[config.mk]
export PLATFORM = sky130hd
export DESIGN_NAME = crc_serial_engine
export DESIGN_NICKNAME = d
export VERILOG_FILES = /design/src/rtl/crc_pkg.sv /design/src/rtl/crc_lfsr.sv /design/src/rtl/crc_seq.sv /design/src/rtl/crc_serial_engine.sv
export SDC_FILE = /design/constraint.sdc
export NUM_CORES = 1
export LEC_CHECK = 0
export ABC_AREA = 0
export BUFFER_PORTS_ARGS = -buffer_cell sky130_fd_sc_hd__buf_2
export CAP_MARGIN = 25
export CORE_ASPECT_RATIO = 0.7
export CORE_MARGIN = 8
export CORE_UTILIZATION = 50
export CTS_CLUSTER_SIZE = 16
export DETAILED_ROUTE_END_ITERATION = 7
export PLACE_DENSITY = 0.79
export SYNTH_ARGS = -nofsm -noshare
export SYNTH_HDL_FRONTEND = slang
export SYNTH_SLANG_ARGS = --single-unit
[constraint.sdc]
create_clock -name clk -period 1.4 [get_ports clk]
set_input_delay 0.21 -clock clk [delete_from_list [all_inputs] [get_ports clk]]
set_output_delay 0.21 -clock clk [all_outputs]
set_load 0.05 [all_outputs]
[src/rtl/crc_pkg.sv]
package crc_pkg;
   typedef enum logic {
      CRC_MODE_GEN   = 1'b0,
      CRC_MODE_CHECK = 1'b1
   } crc_mode_e;
endpackage

[src/rtl/crc_lfsr.sv]
module crc_lfsr #(
   parameter int              W    = 16,
   parameter logic [W-1:0]    POLY = 16'h8005
) (
   input  logic         clk,
   input  logic         rst_n,
   input  logic         clr,
   input  logic         shift_en,
   input  logic         unload,
   input  logic         din,
   output logic [W-1:0] rem,
   output logic         nxt_zero
);
   logic         fb;
   logic [W-1:0] step;

   assign fb = rem[W-1] ^ din;

   // one division step; each tap is a parameter-selected variant
   for (genvar i = 0; i < W; i++) begin : g_tap
      if (i == 0) begin : g_low
         if (POLY[0]) begin : g_on
            assign step[0] = fb;
         end else begin : g_off
            assign step[0] = 1'b0;
         end
      end else begin : g_hi
         if (POLY[i]) begin : g_on
            assign step[i] = rem[i-1] ^ fb;
         end else begin : g_off
            assign step[i] = rem[i-1];
         end
      end
   end

   assign nxt_zero = (step == '0);

   always_ff @(posedge clk or negedge rst_n) begin
      if (!rst_n)        rem <= '0;
      else if (clr)      rem <= '0;
      else if (unload)   rem <= {rem[W-2:0], 1'b0};
      else if (shift_en) rem <= step;
   end

   // idle cycles keep the register
   assert_hold_idle_R7 : assert property (@(posedge clk) disable iff (!rst_n)
      (!clr && !unload && !shift_en) |=> $stable(rem));

   // clear empties the register
   assert_clear_empty_R1 : assert property (@(posedge clk) disable iff (!rst_n)
      clr |=> (rem == '0));
endmodule

[src/rtl/crc_seq.sv]
module crc_seq
   import crc_pkg::*;
#(
   parameter int W = 16
) (
   input  logic clk,
   input  logic rst_n,
   input  logic clr,
   input  logic accept,
   input  logic last,
   input  logic mode,
   input  logic nxt_zero,
   output logic unloading,
   output logic done,
   output logic crc_ok
);
   localparam int CW = (W > 2) ? $clog2(W) : 1;
   localparam logic [CW-1:0] CNT_END = CW'(W - 1);

   logic [CW-1:0] cnt;
   crc_mode_e     mode_e;

   assign mode_e = crc_mode_e'(mode);

   always_ff @(posedge clk or negedge rst_n) begin
      if (!rst_n) begin
         unloading <= 1'b0;
         cnt       <= '0;
         done      <= 1'b0;
         crc_ok    <= 1'b0;
      end else if (clr) begin
         unloading <= 1'b0;
         cnt       <= '0;
         done      <= 1'b0;
         crc_ok    <= 1'b0;
      end else begin
         done <= 1'b0;
         if (unloading) begin
            if (cnt == CNT_END) begin
               unloading <= 1'b0;
               cnt       <= '0;
               done      <= 1'b1;
            end else begin
               cnt <= cnt + 1'b1;
            end
         end else if (accept) begin
            crc_ok <= 1'b0;
            if (last) begin
               if (mode_e == CRC_MODE_CHECK) begin
                  crc_ok <= nxt_zero;
                  done   <= 1'b1;
               end else begin
                  unloading <= 1'b1;
                  cnt       <= '0;
               end
            end
         end
      end
   end

   // done never lasts two cycles
   assert_done_pulse_R4 : assert property (@(posedge clk) disable iff (!rst_n)
      done |=> !done);

   // the counter stays inside the unload window
   assert_cnt_range_R3 : assert property (@(posedge clk) disable iff (!rst_n)
      unloading |-> (cnt <= CNT_END));
endmodule

[src/rtl/crc_serial_engine.sv]
module crc_serial_engine #(
   parameter int                  CRC_W    = 16,
   parameter logic [CRC_W-1:0]    CRC_POLY = 16'h8005
) (
   input  logic             clk,
   input  logic             rst_n,
   input  logic             clear,
   input  logic             mode,
   input  logic             bit_in,
   input  logic             bit_valid,
   input  logic             bit_last,
   output logic             ser_out,
   output logic             ser_valid,
   output logic             done,
   output logic [CRC_W-1:0] remainder,
   output logic             rem_zero,
   output logic             crc_ok
);
   if (CRC_W < 2) begin : g_bad_width
      $error("crc_serial_engine: CRC_W must be at least 2");
   end
   if (!CRC_POLY[0]) begin : g_bad_poly
      $error("crc_serial_engine: generator needs a constant term");
   end

   logic unloading;
   logic accept;
   logic nxt_zero;

   assign accept = bit_valid && !unloading;

   crc_lfsr #(.W(CRC_W), .POLY(CRC_POLY)) u_lfsr (
      .clk      (clk),
      .rst_n    (rst_n),
      .clr      (clear),
      .shift_en (accept),
      .unload   (unloading),
      .din      (bit_in),
      .rem      (remainder),
      .nxt_zero (nxt_zero)
   );

   crc_seq #(.W(CRC_W)) u_seq (
      .clk       (clk),
      .rst_n     (rst_n),
      .clr       (clear),
      .accept    (accept),
      .last      (bit_last),
      .mode      (mode),
      .nxt_zero  (nxt_zero),
      .unloading (unloading),
      .done      (done),
      .crc_ok    (crc_ok)
   );

   assign ser_valid = unloading;
   assign ser_out   = unloading ? remainder[CRC_W-1] : 1'b0;
   assign rem_zero  = (remainder == '0);

   // a last bit in generate mode starts the serial output
   assert_unload_start_R3 : assert property (@(posedge clk) disable iff (!rst_n)
      (bit_valid && bit_last && !mode && !ser_valid && !clear) |=> ser_valid);

   // a passing check always leaves an empty register
   assert_ok_means_zero_R5 : assert property (@(posedge clk) disable iff (!rst_n)
      crc_ok |-> rem_zero);

   // clear stops any serial output
   assert_clear_idle_R1 : assert property (@(posedge clk) disable iff (!rst_n)
      clear |=> (!ser_valid && !crc_ok));
endmodule

==> results.yml <==
sta:
  fin_hold_ws_ns: 0.169
  period_share_pct: 126
  setup_viol: 1
  layout_setup_ws_ns: -0.361
  rsz0062_at_grt: "yes"
  worst_slew_pin_slew_ns: 0.505
  max-slew-margin-rel_pct: 66.4
  maxSlewViolCount: 0
  min_period_ns: 1.76
  finalHoldViolCount: 0
  skew_ns: 0.00294
  fmax_ghz: 0.568
logic_synthesis:
  ys_ff_latch: 23
  synth.avg_cell_area_sq_um: 9.26
  netlist_area_sq_um: 1140
  synth-edff-count: 0
  synthCells: 123
  yosys_warnings: 0
  ys_types: 34
  async_reset_ff_share_pct: 100
  syn_nets: 131
  ys_seq_area_share_pct: 50.5
  synth-main-ff-cell: "dfrtp_1"
critical_path:
  endpoint_kind: "output port"
  cp_max_fo: 2
  critical_path_required_ns: 1.19
  critical_path_class: "register to output port"
  start_kind: "register"
  cp.arrival_ns: 1.55
clock_network:
  numCtsBuffers: 3
  cts_max_level: 1
  clk_path_buf_depth: 2
  path_clk_slew_ns: 0.12
  clk_latency_ns: 0.32
  cts_tree: "yes"
  ctsRootBufferMaster: "clkbuf_4"
  cts_sinks: 23
routing:
  wl_um: 2750
  vias_per_cell: 5.24
  ant_nets: 0
  firstDrtPassIters: 5
  wl_per_cell_um: 13.8
  drtIter0Drc: 47
  drc: 0
  num_vias: 1042
job:
  max-cap-violations: 0
cells_and_area:
  nets: 176
  syn_to_final_growth_pct: 33.7
  antenna_cells: 0
  drive_above_1_share_pct: 43.7
  stdcell_count: 199
floorplanning:
  rows: 14
  die_y_um: 55.9
  io_pins: 28
  start_util_pct: 52.8
  die_x_um: 73.0
  die_area_sq_um: 4080
  core_area_sq_um: 2150
status:
  outcome: "complete, but fails checks"
  violations: "setup timing"
global_route:
  antenna_found_initial: 0
  grt_use_total_pct: 14.1
  grt_pass1_wl_um: 4670
  grt_max_degree: 27
  overflow: 0
  grt_pass1_vias: 987
power_and_ir_drop:
  p_leak_nw: 0.748
  peakVddDrop_mv: 0.694
  p_per_area_nw_per_um2: 870
place:
  place.port_buffers: 27
  gp_congestion: 0.757
  hpwlAfterDp_um: 2060
  numPlacedInstances: 192
min_path:
  hold_path.class: "input pin to register"
-- cells by family after synthesis --
logic type / count (synthesis) / share of synthesized area [%]
and+or+nand+nor: 54 / 22.5
AOI/OAI and AO/OA: 36 / 20.0
DFF: 23 / 50.5
buffers and inverters: 8 / 5.05
xor gates and xnor gates: 1 / 0.769
adders and majority gates: 1 / 1.10
-- synth_stat cells, drive strengths merged, types with 2 or more instances --
library cell,instances,area [sq um]
a21oi,8,40.0
inv,2,7.50
o21ai,17,85.1
nand2b,3,18.8
nand3,2,10.0
nor2,6,22.5
nor3,3,31.3
buf,5,46.3
nor4,3,18.8
dfrtp,23,576
o31ai,4,30.0
nand2,31,116
-- layout make-up --
cell class,instances,area (sq um)
inverters,2,7.51
clock inverters,1,5.00
clock buffers,3,22.5
fillers,163,632
flip-flops and latches,23,593
repair buffers,46,314
well taps,32,40.0
multi-input cells,92,541
-- metal layers --
| layer | GRT usage, % | vias up | part of all wire (%) |
|---|---|---|---|
| li1 | - | 517 | - |
| met1 | 17.7 | 491 | 48 |
| met2 | 21.7 | 31 | 46 |
| met3 | 5.76 | 3 | 6.0 |
| met4 | 3.13 | 0 | 0.47 |
| met5 | 0 | - | 0 |
-- where the power goes --
part	total, mW	switching [mW]	internal, mW
logic	0.313	0.204	0.109
registers	0.702	0.0184	0.683
clock network	0.310	0.203	0.107
total	1.32	0.426	0.899
-- sequential cells by signal, summed over array words and instances, names as in the netlist --
signal and cells:
u_lfsr.rem 16, u_seq.cnt 4, u_seq.crc_ok 1, u_seq.done 1, u_seq.unloading 1
-- placed cells by master (no fill, tap or decap), types with 2 or more instances in the layout --
cell type and count:
nand2_1 31, buf_2 25, o21ai_1 16, buf_4 16, dfrtp_2 14, dfrtp_1 9, a21oi_1 8, nor2_1 5
o31ai_1 4, nand2b_1 3, clkbuf_4 3, nor3_2 2, nand3_1 2
-- worst max-delay path, cell delays in order (launching register included) --
cell	delay, ns
dfrtp_2	0.44
nor4_4	0.28
nand4_1	0.22
nor2_4	0.14
buf_8	0.15
-- timing repair --
item / CTS / global route
setup endpoints to repair: 3 / 2
hold buffers: 1 / 0
pin swaps: 3 / 0
resized for setup: 7 / 2
gates cloned: 0 / 0
setup buffers: 1 / 1
endpoints found under the hold margin: 23 / 0
-- path summary, 6_finish.rpt --
check / startpoint / to / slack (ns) / cells after the start
min in group asynchronous: rst_n / u_seq.cnt[0]$_DFFE_PN0P_ / 0.38 / 2
max reg2reg: u_seq.cnt[0]$_DFFE_PN0P_ / u_seq.cnt[3]$_DFFE_PN0P_ / 0.07 / 5
max in group asynchronous: rst_n / u_lfsr.rem[1]$_DFFE_PN0P_ / 0.66 / 2
min reg2reg: u_seq.cnt[3]$_DFFE_PN0P_ / u_seq.cnt[3]$_DFFE_PN0P_ / 0.52 / 1
max: u_lfsr.rem[6]$_DFFE_PN0P_ / rem_zero / -0.36 / 4
min: mode / u_seq.unloading$_DFF_PN0_ / 0.17 / 3
-- stage by stage --
| stage | setup TNS, ns | power, mW | cell area (sq um) | setup slack, ns | util [%] |
|---|---|---|---|---|---|
| after floorplan | -0.116 | 0.914 | 1160 | -0.116 | - |
| after global placement | -0.161 | 0.991 | 1420 | -0.161 | 66.0 |
| after detailed placement | -0.218 | 0.998 | 1420 | -0.218 | 66.0 |
| after CTS | -0.379 | 1.33 | 1500 | -0.379 | 69.7 |
| after global routing | -0.466 | 1.39 | 1520 | -0.459 | 70.7 |
| final | -0.361 | 1.32 | 1520 | -0.361 | 70.7 |
Power figures use the tool's default switching activity.
